## src/rtl/ea_pkg.sv

```systemverilog
package ea_pkg;
   typedef enum logic [3:0] {
      AM_IMPL = 4'd0,
      AM_ACC  = 4'd1,
      AM_IMM  = 4'd2,
      AM_ZP   = 4'd3,
      AM_ZPX  = 4'd4,
      AM_ZPY  = 4'd5,
      AM_ABS  = 4'd6,
      AM_ABSX = 4'd7,
      AM_ABSY = 4'd8,
      AM_INDX = 4'd9,
      AM_INDY = 4'd10,
      AM_IND  = 4'd11,
      AM_REL  = 4'd12
   } am_e;

   typedef enum logic [1:0] {
      EK_MEM  = 2'd0,
      EK_IMM  = 2'd1,
      EK_ACC  = 2'd2,
      EK_NONE = 2'd3
   } ek_e;

   localparam int FLAG_W = 4;
   localparam int SEL_W  = $clog2(FLAG_W);
endpackage

```

## src/rtl/ea_branch_eval.sv

```systemverilog
module ea_branch_eval
   import ea_pkg::*;
#(
   parameter int DATA_W = 8,
   parameter int ADDR_W = 16
) (
   input  logic [ADDR_W-1:0] pc,
   input  logic [DATA_W-1:0] ofs,
   input  logic [FLAG_W-1:0] flags,
   input  logic [SEL_W-1:0]  sel,
   input  logic              want,
   output logic [ADDR_W-1:0] target,
   output logic              taken
);
   localparam int PAD = ADDR_W - DATA_W;

   logic [ADDR_W-1:0] ofs_ext;

   // sign extension of the branch displacement
   assign ofs_ext = {{PAD{ofs[DATA_W-1]}}, ofs};
   assign target  = pc + ofs_ext;
   assign taken   = (flags[sel] == want);
endmodule

```

## src/rtl/ea_direct_calc.sv

```systemverilog
module ea_direct_calc
   import ea_pkg::*;
#(
   parameter int DATA_W = 8,
   parameter int ADDR_W = 16
) (
   input  am_e               am,
   input  logic [DATA_W-1:0] lo,
   input  logic [DATA_W-1:0] hi,
   input  logic [DATA_W-1:0] ix,
   input  logic [DATA_W-1:0] iy,
   input  logic [ADDR_W-1:0] pc,
   input  logic [FLAG_W-1:0] flags,
   input  logic [SEL_W-1:0]  sel,
   input  logic              want,
   output logic [ADDR_W-1:0] ea,
   output ek_e               kind,
   output logic              taken
);
   localparam int PAD = ADDR_W - DATA_W;

   logic [DATA_W-1:0] zp_x, zp_y;
   logic [ADDR_W-1:0] base, rel_tgt;
   logic              rel_take;

   assign zp_x = lo + ix;
   assign zp_y = lo + iy;
   assign base = {hi, lo};

   ea_branch_eval #(.DATA_W(DATA_W), .ADDR_W(ADDR_W)) u_br (
      .pc     (pc),
      .ofs    (lo),
      .flags  (flags),
      .sel    (sel),
      .want   (want),
      .target (rel_tgt),
      .taken  (rel_take)
   );

   always_comb begin
      ea    = '0;
      kind  = EK_MEM;
      taken = 1'b0;
      case (am)
         AM_ZP:   ea = {{PAD{1'b0}}, lo};
         AM_ZPX:  ea = {{PAD{1'b0}}, zp_x};
         AM_ZPY:  ea = {{PAD{1'b0}}, zp_y};
         AM_ABS:  ea = base;
         AM_ABSX: ea = base + {{PAD{1'b0}}, ix};
         AM_ABSY: ea = base + {{PAD{1'b0}}, iy};
         AM_IMM:  begin ea = pc; kind = EK_IMM; end
         AM_ACC:  kind = EK_ACC;
         AM_REL:  begin ea = rel_tgt; taken = rel_take; end
         default: kind = EK_NONE;
      endcase
   end
endmodule

```

## src/rtl/ea_ptr_seq.sv

```systemverilog
module ea_ptr_seq #(
   parameter int DATA_W = 8,
   parameter int ADDR_W = 16
) (
   input  logic              clk,
   input  logic              rst_n,
   input  logic              launch,
   input  logic [ADDR_W-1:0] base_addr,
   input  logic              wrap_page,
   input  logic [DATA_W-1:0] mem_rdata,
   output logic [ADDR_W-1:0] mem_addr,
   output logic              mem_rd,
   output logic              busy,
   output logic              done,
   output logic [ADDR_W-1:0] word
);
   typedef enum logic [1:0] {S_IDLE, S_LO, S_HI} st_e;

   st_e               st;
   logic [ADDR_W-1:0] ptr_q, ptr_next;
   logic [DATA_W-1:0] lo_q, lo_inc;
   logic              wrap_q;

   assign lo_inc   = ptr_q[DATA_W-1:0] + 1'b1;
   assign ptr_next = wrap_q ? {ptr_q[ADDR_W-1:DATA_W], lo_inc} : ptr_q + 1'b1;

   always_ff @(posedge clk) begin
      if (!rst_n) begin
         st     <= S_IDLE;
         ptr_q  <= '0;
         lo_q   <= '0;
         wrap_q <= 1'b0;
      end else begin
         case (st)
            S_IDLE: if (launch) begin
               st     <= S_LO;
               ptr_q  <= base_addr;
               wrap_q <= wrap_page;
            end
            S_LO: begin
               lo_q <= mem_rdata;
               st   <= S_HI;
            end
            default: st <= S_IDLE;
         endcase
      end
   end

   assign mem_rd   = (st != S_IDLE);
   assign busy     = (st != S_IDLE);
   assign done     = (st == S_HI);
   assign mem_addr = (st == S_HI) ? ptr_next : ptr_q;
   assign word     = {mem_rdata, lo_q};
endmodule

```

## src/rtl/ea_unit.sv

```systemverilog
module ea_unit
   import ea_pkg::*;
#(
   parameter int DATA_W        = 8,
   parameter int ADDR_W        = 16,
   parameter bit IND_PAGE_WRAP = 1'b0
) (
   input  logic              clk,
   input  logic              rst_n,
   input  logic              start,
   input  logic [3:0]        mode,
   input  logic [DATA_W-1:0] opnd_lo,
   input  logic [DATA_W-1:0] opnd_hi,
   input  logic [DATA_W-1:0] idx_x,
   input  logic [DATA_W-1:0] idx_y,
   input  logic [ADDR_W-1:0] pc,
   input  logic [3:0]        flags,
   input  logic [1:0]        cond_sel,
   input  logic              cond_val,
   input  logic [DATA_W-1:0] mem_rdata,
   output logic [ADDR_W-1:0] mem_addr,
   output logic              mem_rd,
   output logic              busy,
   output logic [ADDR_W-1:0] ea,
   output logic [1:0]        ea_kind,
   output logic              ea_valid,
   output logic              br_taken
);
   localparam int PAD = ADDR_W - DATA_W;

   generate
      if (ADDR_W != 2 * DATA_W) begin : g_bad_width
         $error("ea_unit: ADDR_W must be twice DATA_W");
      end
      if (DATA_W < 2) begin : g_bad_data
         $error("ea_unit: DATA_W too small");
      end
   endgenerate

   am_e               am;
   logic              is_ptr, accept, launch;
   logic [ADDR_W-1:0] d_ea, base_addr, seq_word;
   ek_e               d_kind;
   logic              d_taken, wrap_page, ind_wrap, seq_busy, seq_done;
   logic [DATA_W-1:0] zp_ix;

   logic [ADDR_W-1:0] ea_q;
   ek_e               kind_q;
   logic              valid_q, taken_q, indy_q;
   logic [DATA_W-1:0] y_q;

   assign am     = am_e'(mode);
   assign is_ptr = (am == AM_INDX) || (am == AM_INDY) || (am == AM_IND);
   assign accept = start && !seq_busy;
   assign launch = accept && is_ptr;
   assign zp_ix  = opnd_lo + idx_x;

   generate
      if (IND_PAGE_WRAP) begin : g_ind_wrap
         assign ind_wrap = 1'b1;
      end else begin : g_ind_carry
         assign ind_wrap = 1'b0;
      end
   endgenerate

   always_comb begin
      case (am)
         AM_INDX: begin base_addr = {{PAD{1'b0}}, zp_ix};   wrap_page = 1'b1;     end
         AM_INDY: begin base_addr = {{PAD{1'b0}}, opnd_lo}; wrap_page = 1'b1;     end
         default: begin base_addr = {opnd_hi, opnd_lo};     wrap_page = ind_wrap; end
      endcase
   end

   ea_direct_calc #(.DATA_W(DATA_W), .ADDR_W(ADDR_W)) u_dir (
      .am    (am),
      .lo    (opnd_lo),
      .hi    (opnd_hi),
      .ix    (idx_x),
      .iy    (idx_y),
      .pc    (pc),
      .flags (flags),
      .sel   (cond_sel),
      .want  (cond_val),
      .ea    (d_ea),
      .kind  (d_kind),
      .taken (d_taken)
   );

   ea_ptr_seq #(.DATA_W(DATA_W), .ADDR_W(ADDR_W)) u_seq (
      .clk       (clk),
      .rst_n     (rst_n),
      .launch    (launch),
      .base_addr (base_addr),
      .wrap_page (wrap_page),
      .mem_rdata (mem_rdata),
      .mem_addr  (mem_addr),
      .mem_rd    (mem_rd),
      .busy      (seq_busy),
      .done      (seq_done),
      .word      (seq_word)
   );

   always_ff @(posedge clk) begin
      if (!rst_n) begin
         ea_q    <= '0;
         kind_q  <= EK_NONE;
         valid_q <= 1'b0;
         taken_q <= 1'b0;
         indy_q  <= 1'b0;
         y_q     <= '0;
      end else begin
         valid_q <= 1'b0;
         if (seq_done) begin
            valid_q <= 1'b1;
            ea_q    <= indy_q ? seq_word + {{PAD{1'b0}}, y_q} : seq_word;
            kind_q  <= EK_MEM;
            taken_q <= 1'b0;
         end else if (accept && !is_ptr) begin
            valid_q <= 1'b1;
            ea_q    <= d_ea;
            kind_q  <= d_kind;
            taken_q <= d_taken;
         end
         if (launch) begin
            y_q    <= idx_y;
            indy_q <= (am == AM_INDY);
         end
      end
   end

   assign busy     = seq_busy;
   assign ea       = ea_q;
   assign ea_kind  = kind_q;
   assign ea_valid = valid_q;
   assign br_taken = taken_q;
endmodule

```

## config.mk

```make
export PLATFORM = sky130hd
export DESIGN_NAME = ea_unit
export DESIGN_NICKNAME = d
export VERILOG_FILES = /design/src/rtl/ea_pkg.sv /design/src/rtl/ea_branch_eval.sv /design/src/rtl/ea_direct_calc.sv /design/src/rtl/ea_ptr_seq.sv /design/src/rtl/ea_unit.sv
export SDC_FILE = /design/constraint.sdc
export NUM_CORES = 1
export LEC_CHECK = 0
export BUFFER_PORTS_ARGS = -buffer_cell sky130_fd_sc_hd__buf_2
export CAP_MARGIN = 0
export CORE_MARGIN = 1
export CORE_UTILIZATION = 54
export DETAILED_ROUTE_END_ITERATION = 7
export MAX_ROUTING_LAYER = met4
export PLACE_DENSITY_LB_ADDON = 0.08
export SYNTH_ARGS = -nofsm -noshare
export SYNTH_HDL_FRONTEND = slang
export SYNTH_SLANG_ARGS = --single-unit
```

## constraint.sdc

```tcl
create_clock -name clk -period 4.2 [get_ports clk]
set_clock_uncertainty 0.05 [all_clocks]
set_input_delay 0.84 -clock clk [delete_from_list [all_inputs] [get_ports clk]]
set_output_delay 0.84 -clock clk [all_outputs]
set_load 0.01 [all_outputs]
```

==> results.md <==
* Global routing's busiest layer: met2
* Leading area contributor after synthesis: dfxtp_1
* Number of violations reported at the end of detailed-routing iteration 0 at 554
* Core area at 0.0104 mm^2
* Async S/R FF share, synth at 0%
* Largest fanout of any net on the critical path at 14
* Number of flops mapped to enable cells by yosys at 0
* Clk buf depth at 2
* Net count after synthesis at 871
* Tightest Pin Transition at 0.887 ns
* Die width at 106 um
* WL per Instance at 20.1 um
* Footprint of the flip-flops and latches at 0.00112 mm^2
* Global routing met3 resource utilization at 3.43%
* TritonRoute pass-1 iters at 5
* Portion of the clock cycle consumed by the worst path in the final layout at 89.9%
* Count of yosys warnings during synthesis at 0
* Number of antenna violations at the first check in global routing at 0
* Dominant synthesized flop cell: dfxtp_1
* Number of global-route vias before repair at 5770
* Global placer's final weighted congestion at 0.976
* Post-Route Setup TNS at 0 ns
* H-tree lvl count at 2
* Leakage power total at 0.00280 uW
* Mean instance size in the synthesized netlist at 7.79 um^2
* Final routed DRC violation total at 0
* Critical Path RT at 4.34 ns
* Most common library cells after synthesis: 88 x nand2_1, 56 x dfxtp_1, 51 x nor2_1
* Vias per std cell at 6.40
* First-pass GRT wire length at 30700 um
* Run status: finished clean
* Total cell area at the placement stage at 0.00646 mm^2
* Post-synthesis sequential area ratio at 19.2%
* Post-DP HPWL at 15700 um
* Setup bufs post-CTS at 0
* Worst hold path type: reg -> reg
* Global routing usage summed across all routing layers at 36.0%
* Antenna Nets Post-Route at 0
* FILL cells at 953
* Number of antenna repair diodes at 0
* Standard-cell row count at 37
* Crit path launch type: input pin
* Gates resized, CTS repair at 0
* CTS Root Cell: clkbuf_8
* Clock edge transition at the registers on the reported setup and hold paths at 0.10 ns
* Count of hold-fix buffers inserted at cts at 0
* Data arrival time of the critical path at 3.91 ns
* Unrepaired setup endpoints after global routing: no
* GR Layer Usage met2 at 58.2%
* Die Span Y at 106 um
* Worst relative slew slack at 40.6%
* Synthesized instance count at 748
* Worst setup EP type: flip-flop
* Port bufs at 107
* Maximum clock frequency at 0.265 GHz
* Number of ports placed on the die boundary at 108
* Endpoints failing setup at 0
* Final Slew Violations at 0
* Starting density of the core at 56.0%
* Area of the mapped netlist at 0.00583 mm^2
* Post-synthesis register bit count at 56
* Total number of vias at 6251
* Hold violation count in the final report at 0
* Final period demand of the worst path at 3.78 ns
* Largest net degree at the start of global routing at 46
* Power Density at 224 mW/mm^2
* Clock tree from TritonCTS: built
* # Max-Cap Violations at 0
* Most frequent cell after synthesis: nand2_1
* Type of the worst setup path: in -> reg
* Clock buffer count from CTS at 5
* Post-Route WL at 19600 um
* Clock latency reported for the late side of the worst-skew pair at 0.31 ns
* Maximum vdd drop at 160 uV
* Worst setup margin at 0.425 ns
* Final Power at 1470 uW
* Multi-input gate area at 0.00449 mm^2
* Share of cells above drive strength 1 at 18.7%
* Count of unique library cells instantiated by Yosys at 73
* Total clock sinks at 56
* Area share of the leading cell type in the synthesized netlist at 19.2%
* Pre-CTS setup slack at 0.136 ns
* Die area at 0.0112 mm^2
* Final standard cell area without fillers at 0.00655 mm^2
* Grt ovf at 0
* Global-route track usage on met1 at 47.8%
* Area added between synthesis and finish at 12.4%
* Number of nets in the finished design at 962
* Leading cell types by total area after synthesis: dfxtp_1 19%, ha_1 10%, xnor2_1 6.2%
* Number of standard cells in the layout, taps in and fillers out at 976
* Cell Count Post-Placement at 968
-- placed cells by master (no fill, tap or decap), types with 8 or more instances in the layout --
master and count:
a21boi_0 20, a21o_1 12, a21oi_1 48, a22oi_1 14, a31oi_1 14, and2_1 8, and3_1 12, buf_2 107
buf_4 10, dfxtp_1 56, ha_1 48, inv_1 18, mux2_2 11, mux2i_1 20, nand2_1 88, nand2b_1 14
nand3_1 25, nand4_1 8, nor2_1 51, nor2b_1 16, nor3_1 16, o211ai_1 11, o21ai_0 38, o22ai_1 11
xnor2_1 41, xor2_1 22
-- flip-flops by register name, summed over array words and instances (netlist names) --
signal	count
br_taken	1
u_seq.ptr_q	16
u_seq.lo_q	8
ea_kind	2
y_q	8
ea_valid	1
indy_q	1
u_seq.wrap_q	1
ea	16
u_seq.st	2
-- cell families after synthesis --
| logic type | share of synthesized area [%] |
|---|---|
| AND/OR/NAND/NOR | 22.0 |
| AO/OA/AOI/OAI | 27.7 |
| XOR/XNOR | 9.46 |
| flip-flops | 19.2 |
| adder cells (fa/ha/maj) | 12.0 |
| buffers and inverters | 3.71 |
| multiplexers | 5.94 |
-- path summary, 6_finish.rpt --
path	from	endpoint	slack, ns	cells after the start
worst max-delay path	mode[3]	ea[11]	0.42	12
worst min-delay path	y_q[5]	y_q[5]	0.42	2
worst max register to register	u_seq.lo_q[0]	ea[12]	1.60	10
worst min register to register	y_q[5]	y_q[5]	0.42	2
-- area by class of cell --
type | count | share of cell area [%]
Tap cell | 136 | 2.60
Timing Repair Buffer | 117 | 9.32
Inverter | 18 | 1.03
Clock buffer | 8 | 1.37
Sequential cell | 56 | 17.1
Multi-Input combinational cell | 641 | 68.6
-- layer usage --
metal | vias to the layer above | part of all wire [%]
met4 | 0 | 2.0
met5 | - | 0
li1 | 2928 | -
met2 | 318 | 47
met3 | 32 | 7.7
met1 | 2973 | 43
-- worst max-delay path: stages --
cell	delay, ns
buf_2	0.25
nand2b_1	0.22
nor2_4	0.35
mux2_2	0.39
ha_1	0.35
and2_1	0.19
a221o_1	0.32
a21oi_1	0.23
nor2_1	0.09
xor2_1	0.15
a221oi_1	0.38
o21ai_0	0.15
-- power by group --
group	total, uW	switching, uW	internal, uW
combinational	587	350	237
sequential	568	17.1	551
clock	315	179	135
total	1470	546	923
-- through the flow --
| stage | util, % | hold slack (ns) |
|---|---|---|
| after floorplan | - | 0.397 |
| after global placement | 62.0 | 0.404 |
| after detailed placement | 62.0 | 0.413 |
| after CTS | 62.9 | 0.430 |
| after global routing | 62.9 | 0.456 |
| final | 62.9 | 0.423 |
No activity file was read; power rests on OpenSTA's default activity.
